## src/rtl/rs485_pkg.sv

```systemverilog
// Shared types for the RS-485 direction controller.
// Assumes: an 8-bit control register with fixed bit positions.
package rs485_pkg;

    // Which source currently sets the transceiver direction.
    typedef enum logic [1:0] {
        DIR_RX   = 2'd0,
        DIR_RTS  = 2'd1,
        DIR_AUTO = 2'd2
    } dir_mode_e;

    // Decoded fields of the control register.
    typedef struct packed {
        logic       auto_en;
        logic       rts_en;
        logic       two_stop;
        logic       par_en;
        logic [1:0] len_code;
    } ctrl_cfg_t;

    localparam int CTRL_W     = 8;
    localparam int BIT_AUTO   = 7;
    localparam int BIT_RTS    = 6;
    localparam int BIT_STOP2  = 5;
    localparam int BIT_PAR    = 4;
    localparam int BIT_LEN_HI = 3;
    localparam int BIT_LEN_LO = 2;
    localparam int BIT_OPT    = 1;

endpackage

```

## src/rtl/rs485_cfg_reg.sv

```systemverilog
// Control/status register.
// Writes load bits 7..2. Bit 1 always reads the option-fitted strap and
// bit 0 always reads zero.
// Assumes: cfg_wr is a single-cycle strobe synchronous to clk.
module rs485_cfg_reg
    import rs485_pkg::*;
#(
    parameter logic OPTION_FITTED = 1'b1
) (
    input  logic              clk,
    input  logic              rst_n,
    input  logic              wr,
    input  logic [CTRL_W-1:0] wdata,
    output logic [CTRL_W-1:0] rdata,
    output ctrl_cfg_t         cfg
);

    localparam int STORE_W = CTRL_W - 2;

    logic [STORE_W-1:0] store_q;

    // Hold the writable upper bits.
    always_ff @(posedge clk) begin
        if (!rst_n)
            store_q <= '0;
        else if (wr)
            store_q <= wdata[CTRL_W-1:2];
    end

    // Assemble the read value and decode the fields.
    always_comb begin
        rdata          = {store_q, OPTION_FITTED, 1'b0};
        cfg.auto_en    = rdata[BIT_AUTO];
        cfg.rts_en     = rdata[BIT_RTS];
        cfg.two_stop   = rdata[BIT_STOP2];
        cfg.par_en     = rdata[BIT_PAR];
        cfg.len_code   = rdata[BIT_LEN_HI:BIT_LEN_LO];
    end

endmodule

```

## src/rtl/rs485_start_det.sv

```systemverilog
// Character-start detector.
// Fires on a load strobe at any time. Also fires on a high-to-low uart_txd
// edge while no frame is active or while the active frame is in its stop
// bits, so falling edges inside the data bits are not taken as starts.
// Assumes: txd is synchronous to clk and idles high.
module rs485_start_det (
    input  logic clk,
    input  logic rst_n,
    input  logic run,
    input  logic txd,
    input  logic load,
    input  logic busy,
    input  logic in_stop,
    output logic start
);

    logic txd_q;

    // Remember the previous line level for edge detection.
    always_ff @(posedge clk) begin
        if (!rst_n)
            txd_q <= 1'b1;
        else
            txd_q <= txd;
    end

    logic fall;

    // Qualify the edge and merge it with the load strobe.
    always_comb begin
        fall  = txd_q & ~txd;
        start = run & (load | (fall & (~busy | in_stop)));
    end

endmodule

```

## src/rtl/rs485_frame_timer.sv

```systemverilog
// Bit-time counter for one character.
// Loads the frame length on start and counts bit ticks down. busy drops on
// the edge that takes the final tick.
// Assumes: tick is a one-cycle pulse; MAX_BITS covers the longest frame.
module rs485_frame_timer #(
    parameter int MIN_DATA = 5,
    parameter int MAX_BITS = 12,
    localparam int CNT_W   = $clog2(MAX_BITS + 1)
) (
    input  logic       clk,
    input  logic       rst_n,
    input  logic       run,
    input  logic       start,
    input  logic       tick,
    input  logic [1:0] len_code,
    input  logic       par_en,
    input  logic       two_stop,
    output logic       busy,
    output logic       in_stop
);

    logic [CNT_W-1:0] remain_q;
    logic [CNT_W-1:0] stops_q;
    logic [CNT_W-1:0] frame_len;
    logic [CNT_W-1:0] stop_len;

    // Total bit count: start + data + parity + stop.
    always_comb begin
        stop_len  = CNT_W'(1) + CNT_W'(two_stop);
        frame_len = CNT_W'(1 + MIN_DATA) + CNT_W'(len_code)
                  + CNT_W'(par_en) + stop_len;
    end

    // Load on a start, count ticks, and drop busy on the final tick.
    always_ff @(posedge clk) begin
        if (!rst_n || !run) begin
            busy     <= 1'b0;
            remain_q <= '0;
            stops_q  <= '0;
        end else if (start) begin
            busy     <= 1'b1;
            remain_q <= frame_len;
            stops_q  <= stop_len;
        end else if (busy && tick) begin
            if (remain_q == CNT_W'(1)) begin
                busy     <= 1'b0;
                remain_q <= '0;
            end else begin
                remain_q <= remain_q - CNT_W'(1);
            end
        end
    end

    // True while the remaining ticks lie inside the stop bits.
    always_comb begin
        in_stop = busy && (remain_q <= stops_q);
    end

endmodule

```

## src/rtl/rs485_dir_mux.sv

```systemverilog
// Direction selector.
// Automatic mode outranks RTS mode. With neither mode set, the transceiver
// listens.
// Assumes: busy comes from the frame timer and rts is active high.
module rs485_dir_mux
    import rs485_pkg::*;
(
    input  logic auto_en,
    input  logic rts_en,
    input  logic busy,
    input  logic rts,
    output logic drv_en,
    output logic rcv_en
);

    dir_mode_e mode;

    // Pick the mode and derive both enables from it.
    always_comb begin
        if (auto_en)
            mode = DIR_AUTO;
        else if (rts_en)
            mode = DIR_RTS;
        else
            mode = DIR_RX;

        unique case (mode)
            DIR_AUTO: begin drv_en = busy;  rcv_en = ~busy; end
            DIR_RTS:  begin drv_en = rts;   rcv_en = ~rts;  end
            default:  begin drv_en = 1'b0;  rcv_en = 1'b1;  end
        endcase
    end

endmodule

```

## src/rtl/rs485_dir_ctrl.sv

```systemverilog
// Top of the RS-485 half-duplex direction controller.
// Joins the control register, the start detector, the frame timer and the
// direction selector.
// Assumes: every input is synchronous to clk.
module rs485_dir_ctrl
    import rs485_pkg::*;
#(
    parameter logic OPTION_FITTED = 1'b1,
    parameter int   MIN_DATA      = 5,
    parameter int   MAX_BITS      = 12
) (
    input  logic              clk,
    input  logic              rst_n,
    input  logic              cfg_wr,
    input  logic [CTRL_W-1:0] cfg_wdata,
    output logic [CTRL_W-1:0] cfg_rdata,
    input  logic              uart_rts,
    input  logic              uart_txd,
    input  logic              tx_load,
    input  logic              bit_tick,
    output logic              driver_en,
    output logic              receiver_en
);

    ctrl_cfg_t cfg;
    logic      auto_on;
    logic      rts_on;
    logic      busy;
    logic      in_stop;
    logic      start;

    rs485_cfg_reg #(
        .OPTION_FITTED(OPTION_FITTED)
    ) u_cfg (
        .clk   (clk),
        .rst_n (rst_n),
        .wr    (cfg_wr),
        .wdata (cfg_wdata),
        .rdata (cfg_rdata),
        .cfg   (cfg)
    );

    // Split out the mode enables for the timer, the selector and the checker.
    always_comb begin
        auto_on = cfg.auto_en;
        rts_on  = cfg.rts_en;
    end

    rs485_start_det u_start (
        .clk     (clk),
        .rst_n   (rst_n),
        .run     (auto_on),
        .txd     (uart_txd),
        .load    (tx_load),
        .busy    (busy),
        .in_stop (in_stop),
        .start   (start)
    );

    rs485_frame_timer #(
        .MIN_DATA(MIN_DATA),
        .MAX_BITS(MAX_BITS)
    ) u_timer (
        .clk      (clk),
        .rst_n    (rst_n),
        .run      (auto_on),
        .start    (start),
        .tick     (bit_tick),
        .len_code (cfg.len_code),
        .par_en   (cfg.par_en),
        .two_stop (cfg.two_stop),
        .busy     (busy),
        .in_stop  (in_stop)
    );

    rs485_dir_mux u_mux (
        .auto_en (auto_on),
        .rts_en  (rts_on),
        .busy    (busy),
        .rts     (uart_rts),
        .drv_en  (driver_en),
        .rcv_en  (receiver_en)
    );

endmodule

```

## config.mk

```make
export PLATFORM = sky130hd
export DESIGN_NAME = rs485_dir_ctrl
export DESIGN_NICKNAME = d
export VERILOG_FILES = /design/src/rtl/rs485_pkg.sv /design/src/rtl/rs485_cfg_reg.sv /design/src/rtl/rs485_start_det.sv /design/src/rtl/rs485_frame_timer.sv /design/src/rtl/rs485_dir_mux.sv /design/src/rtl/rs485_dir_ctrl.sv
export SDC_FILE = /design/constraint.sdc
export NUM_CORES = 1
export LEC_CHECK = 0
export ABC_AREA = 1
export ABC_CLOCK_PERIOD_IN_PS = 1500
export BUFFER_PORTS_ARGS = -buffer_cell sky130_fd_sc_hd__buf_2
export CAP_MARGIN = 20
export CORE_MARGIN = 2
export CORE_UTILIZATION = 45
export CTS_CLUSTER_SIZE = 40
export DETAILED_ROUTE_END_ITERATION = 8
export PLACE_DENSITY = 0.74
export SKIP_LAST_GASP = 1
export SLEW_MARGIN = 10
export SYNTH_ARGS = -nofsm -noshare
export SYNTH_HDL_FRONTEND = slang
export SYNTH_SLANG_ARGS = --single-unit
```

## constraint.sdc

```tcl
create_clock -name clk -period 1.5 [get_ports clk]
set_clock_uncertainty 0.05 [all_clocks]
set_input_delay 0.225 -clock clk [delete_from_list [all_inputs] [get_ports clk]]
set_output_delay 0.225 -clock clk [all_outputs]
set_load 0.02 [all_outputs]
```

==> impl_metrics.yaml, run 1 <==
grt:
  grt_pass1_wl_um: 3210
  grt_max_degree: 10
  antenna_found_initial: 0
  grt_overflow_total: 0
  grtUsageTotal: 0.171
  grt_pass1_vias: 805
yosys:
  synth_most_common_cell: "inv_1"
  yosysUniqueCellTypes: 22
  ys_top_cells_by_area: "dfxtp_1 (31%), ha_1 (9.7%), inv_1 (9.2%)"
  synthDominantCellAreaShare: 0.312
  syn_area_um2: 900
  synth_common_cells: "inv_1 (22), nand2_1 (19), dfxtp_1 (14), nand3_1 (12), nor2_1 (11)"
  synth_fp_nets: 149
  synth_top_flop_cell: "dfxtp_1"
  synth_top_cell_by_area: "dfxtp_1"
  synth_edf_count: 0
  syn_avg_cell_area_um2: 7.14
  yosys_warnings: 0
  yosysSeqAreaShare: 0.312
  async_reset_ff_frac: 0
  synth_cells: 126
  ys_seq_elements: 14
worst_setup_path:
  crit_fanout: 3
  worst_r2r_startpoint: "u_cfg.cfg[3]$_SDFFE_PN0P_"
  critPathLaunch: "u_cfg.cfg[3]$_SDFFE_PN0P_"
  r2r_slack_ns: -0.04
  arrival_ns: 1.72
  path_class: "reg -> reg"
  cp-end-kind: "register"
  cp.required_ns: 1.68
  startpoint_type: "register"
final_layout:
  num_antenna_cells: 0
  nNetsFinal: 177
  syn_to_final_growth_pct: 33.2
  drive_gt1_frac: 0.503
  nFillCells: 184
run_status:
  failed_checks: "setup timing"
  status: "finished, violations left"
sta:
  fin_tns_setup_ns: -0.0707
  setup_slack_ns: -0.0385
  setup_viol: 4
  hold_viol: 0
  period_minus_slack_ns: 1.54
  grt_setup_unrepaired: "yes"
  finalCritPeriodShare: 1.03
  maxSlewViolCount: 0
  holdWs_ns: 0.0982
  fmax_mhz: 650
power_and_ir_drop:
  p_int_uw: 633
  power_frac_clock: 0.300
  p_per_area_nw_per_um2: 748
  finalPower_uw: 897
  vdd.ir_drop.worst_uv: 554
  p_comb_frac: 0.251
  p_seq_frac: 0.449
  leakage_uw: 0.000604
  swShare: 0.294
  p_sw_uw: 264
floorplanning:
  start_util: 0.468
  ios: 25
  dieArea_um2: 2370
  rows: 16
  coreArea_um2: 1920
  die_w_um: 48.7
  chipHeight_um: 48.7
clock_network:
  holdBufCountCts: 0
  cts_buffers: 3
  cts_root_buffer: "clkbuf_4"
  clock_latency_ns: 0.27
  clk_pin_slew_worst_paths_ns: 0.09
  cts-htree-levels: 1
  clock_path_buffers: 2
  cts_sinks: 14
  cts_tree: "yes"
placed_design:
  preCtsSetupSlack_ns: -0.0829
  io_buffers: 20
  gp_congestion: 0.811
  dp_hpwl_um: 1400
flow_run:
  cap_violations: 0
worst_hold_path:
  hp-start: "uart_txd"
  hold_class: "in -> reg"
drt:
  via_count: 820
  routed_wl_um: 1850
  avgRoutedWirePerCell_um: 10.3
  avgViaCountPerCell: 4.56
  drc_errors: 0
  ant_nets: 0
  drt_iter0_drc: 9
  first_pass_iters: 4
[metal layers]
metal | wire length (um) | part of all wire | global-route usage
met1 | 826 | 0.45 | 0.203
met2 | 958 | 0.52 | 0.308
met3 | 62 | 0.033 | 0.0216
met4 | 7 | 0.0038 | 0.0714
met5 | 0 | 0 | 0
[power groups by stage]
stage	Sequential [uW]	Combinational, uW	Clock, uW
after floorplan	415	134	0
after global placement	408	183	0
after detailed placement	409	191	0
after CTS	402	215	282
after global routing	405	256	297
final	402	225	269
[worst max-delay path: stages, from the launching register on]
cell and delay, ns:
dfxtp_2 0.36, inv_4 0.05, fa_2 0.33, ha_2 0.19, inv_2 0.06, ha_4 0.19
inv_2 0.04, nand2_1 0.04, nand3_1 0.08, nand2_1 0.05, inv_1 0.04
[cells in the final DEF (no fill, tap or decap), types with 2 or more instances in the layout]
cell      count
a21oi_1       8
buf_2        20
buf_4         8
clkbuf_4      3
conb_1        2
dfxtp_1       6
dfxtp_2       6
dfxtp_4       2
ha_1          2
ha_4          4
inv_1        13
inv_2        11
nand2_1      17
nand2_2       4
nand2_4       4
nand3_1       7
nand3_2       6
nor2_1       11
nor2_2        3
o21ai_0       6
[worst paths after layout]
check / to / cells past startpoint
hold reg to reg: u_cfg.cfg[1]$_SDFFE_PN0P_ / 2
hold / removal: u_start.txd_q$_SDFF_PN1_ / 3
setup reg to reg: u_timer.remain_q[2]$_SDFFE_PP0P_ / 10
setup / recovery: u_timer.remain_q[2]$_SDFFE_PP0P_ / 10
[kinds of logic (layout without fill, tap and decap cells)]
group,Yosys count,after routing,share of synthesized area
fa+ha+maj,8,8,0.120
simple gates,53,54,0.289
compound gates,18,18,0.117
other cells,2,2,0.00835
flops,14,14,0.312
buf+inv,31,57,0.154
[layout make-up]
class | instances | area, um^2 | share of cell area
timing repair buffer | 28 | 160 | 0.134
multi-input combinational | 82 | 577 | 0.481
inverter | 25 | 96.3 | 0.0804
sequential | 14 | 295 | 0.246
tap | 27 | 33.8 | 0.0282
clock buffer | 4 | 36.3 | 0.0303
[repair_timing]
item                       in CTS  in global routing
pin swaps                       8                  7
gates cloned                    1                  0
gates resized for setup        15                  9
setup endpoints to repair       7                  9
setup buffers                   2                  2
[flip-flops by register name (all words and copies together), names as in the netlist]
name,flops
u_start.txd_q,1
u_timer.busy,1
u_timer.remain_q,4
u_timer.stops_q,2
u_cfg.cfg,6
[per-stage QoR]
| step | cells | instance area (um^2) | utilization |
|---|---|---|---|
| 2_1_floorplan | 126 | 926 | - |
| 3_3_place_gp | 171 | 1040 | 0.544 |
| 3_5_place_dp | 171 | 1040 | 0.544 |
| 4_1_cts | 178 | 1160 | 0.604 |
| 5_1_grt | 180 | 1200 | 0.624 |
| 6_report | 180 | 1200 | 0.624 |
(Power assumes the default switching activity.)
==> run 2, diff against run 1 <==
- RECOVER_POWER: unset -> 50
==> run 2 against run 1 <==
Against the previous run:
- via count is 0.37% higher
- first-iteration DRC count is 11% higher
- the run still ends with setup timing left
- flip-flop and latch count stayed put
- largest power group unchanged
- combinational power hardly changed
- total power is 0.16% lower
==> impl_metrics.yaml, run 2 (synthesis results as in run 1) <==
worst_setup_path:
  crit_path_max_incr_delay_ns: 0.36
  cp-end-kind: "register"
  critPathLaunch: "u_cfg.cfg[3]$_SDFFE_PN0P_"
  worstPathBufferInverterCount: 4
  reg2reg_depth: 10
  cp.depth: 10
  r2r-end: "u_timer.remain_q[2]$_SDFFE_PP0P_"
  crit_fanout: 3
  slowest_stage: "dfxtp_2"
  startpoint_type: "register"
  crit_family: "adder cells"
  r2r_slack_ns: -0.04
  cp-endpoint: "u_timer.remain_q[2]$_SDFFE_PP0P_"
  path_class: "reg -> reg"
  crit_chain: "inv_4 -> fa_2 -> ha_2 -> inv_2 -> ha_4 -> inv_2 -> nand2_1 -> nand3_1 -> nand2_1 -> inv_1"
  worst_r2r_startpoint: "u_cfg.cfg[3]$_SDFFE_PN0P_"
  cp.required_ns: 1.68
  arrival_ns: 1.72
clock_network:
  cts_buffers: 3
  clk_pin_slew_worst_paths_ns: 0.09
  clock_path_buffers: 2
  cts_tree: "yes"
  cts-htree-levels: 1
  cts_root_buffer: "clkbuf_4"
  clock_latency_ns: 0.27
  cts_sinks: 14
floorplanning:
  die_w_um: 48.7
  rows: 16
  start_util: 0.468
  dieArea_um2: 2370
  coreArea_um2: 1920
  chipHeight_um: 48.7
  ios: 25
power_and_ir_drop:
  vdd.ir_drop.worst_uv: 554
  leakage_uw: 0.000601
  p_per_area_nw_per_um2: 748
sta:
  holdWs_ns: 0.0981
  maxSlewViolCount: 0
  grt_setup_unrepaired: "yes"
  setup_viol: 4
  fmax_mhz: 650
  hold_viol: 0
  finalCritPeriodShare: 1.03
  fin_tns_setup_ns: -0.0722
  setup_slack_ns: -0.0384
  period_minus_slack_ns: 1.54
drt:
  routed_wl_um: 1850
  ant_nets: 0
  drt_iter0_drc: 10
  avgViaCountPerCell: 4.57
  avgRoutedWirePerCell_um: 10.3
  drc_errors: 0
  first_pass_iters: 4
  via_count: 823
placed_design:
  place_area_um2: 1040
  preCtsSetupSlack_ns: -0.0829
  dp_hpwl_um: 1400
  gp_congestion: 0.811
  io_buffers: 20
  dp.cells: 171
run_status:
  status: "finished, violations left"
  failed_checks: "setup timing"
final_layout:
  final_cell_mix: "buf_2 (19), nand2_1 (17), inv_1 (14)"
  final_common_cell: "buf_2"
  num_antenna_cells: 0
  nFillCells: 185
  final_cells: 180
  nNetsFinal: 177
  multi_input_area_um2: 577
  register_area_um2: 295
  largest_reg_flops: 6
  finalInstanceArea_um2: 1200
  syn_to_final_growth_pct: 33.1
  drive_gt1_frac: 0.490
grt:
  grt_max_degree: 10
  grt_overflow_total: 0
  antenna_found_initial: 0
  grt_busiest_layer: "met2"
  use_met3: 0.0216
  grtUsageTotal: 0.171
  grt_use_met1: 0.203
  grt_pass1_wl_um: 3210
  use_met2: 0.308
  grt_pass1_vias: 805
worst_hold_path:
  hp-start: "uart_txd"
  hold_class: "in -> reg"
flow_run:
  cap_violations: 0
run 2: changes by cell type in the layout (fill, tap and decap cells not counted):
cell      previous run  this run
buf_2               20        19
clkbuf_1             0         1
inv_2               11        10
inv_1               13        14
run 2: cell type report:
type,count,area share
timing repair buffer,28,0.133
inverter,25,0.0805
multi-input combinational,82,0.482
sequential,14,0.247
tap,27,0.0282
clock buffer,4,0.0303
run 2: routing by layer:
layer	up-vias	share of wire
met5	-	0
met4	0	0.0038
met3	2	0.033
met2	17	0.52
met1	363	0.44
li1	441	-
run 2: power breakdown:
part / internal [uW] / leakage (uW) / switching [uW]
clock: 147 / 0.0000210 / 121
combinational: 96.6 / 0.000461 / 128
sequential: 388 / 0.000119 / 14.0
run 2: timing repair:
action,4_1_cts,5_1_grt
buffers inserted,2,2
endpoints found under the setup margin,7,9
hold buffers,0,0
gates cloned,1,0
gates resized for setup,15,9
pin swaps,8,7
run 2: worst min-delay path by stage:
| stage | cells past startpoint | end | slack, ns |
|---|---|---|---|
| 2_1_floorplan | 1 | u_start.txd_q$_SDFF_PN1_ | 0.24 |
| 3_3_place_gp | 3 | u_start.txd_q$_SDFF_PN1_ | 0.37 |
| 3_5_place_dp | 3 | u_start.txd_q$_SDFF_PN1_ | 0.38 |
| 4_1_cts | 3 | u_start.txd_q$_SDFF_PN1_ | 0.09 |
| 5_1_grt | 3 | u_start.txd_q$_SDFF_PN1_ | 0.12 |
| 6_report | 3 | u_start.txd_q$_SDFF_PN1_ | 0.1 |
run 2: worst register-to-register path: stages, from the launching register on:
cell     delay [ns]
dfxtp_2        0.36
inv_4          0.05
fa_2           0.33
ha_2           0.19
inv_2          0.06
ha_4           0.19
inv_2          0.04
nand2_1        0.04
nand3_1        0.08
nand2_1        0.05
inv_1          0.04
run 2: stage by stage:
stage | utilization | total power (uW)
after floorplan | - | 548
after global placement | 0.544 | 592
after detailed placement | 0.544 | 600
after CTS | 0.604 | 898
after global routing | 0.623 | 957
final | 0.623 | 895
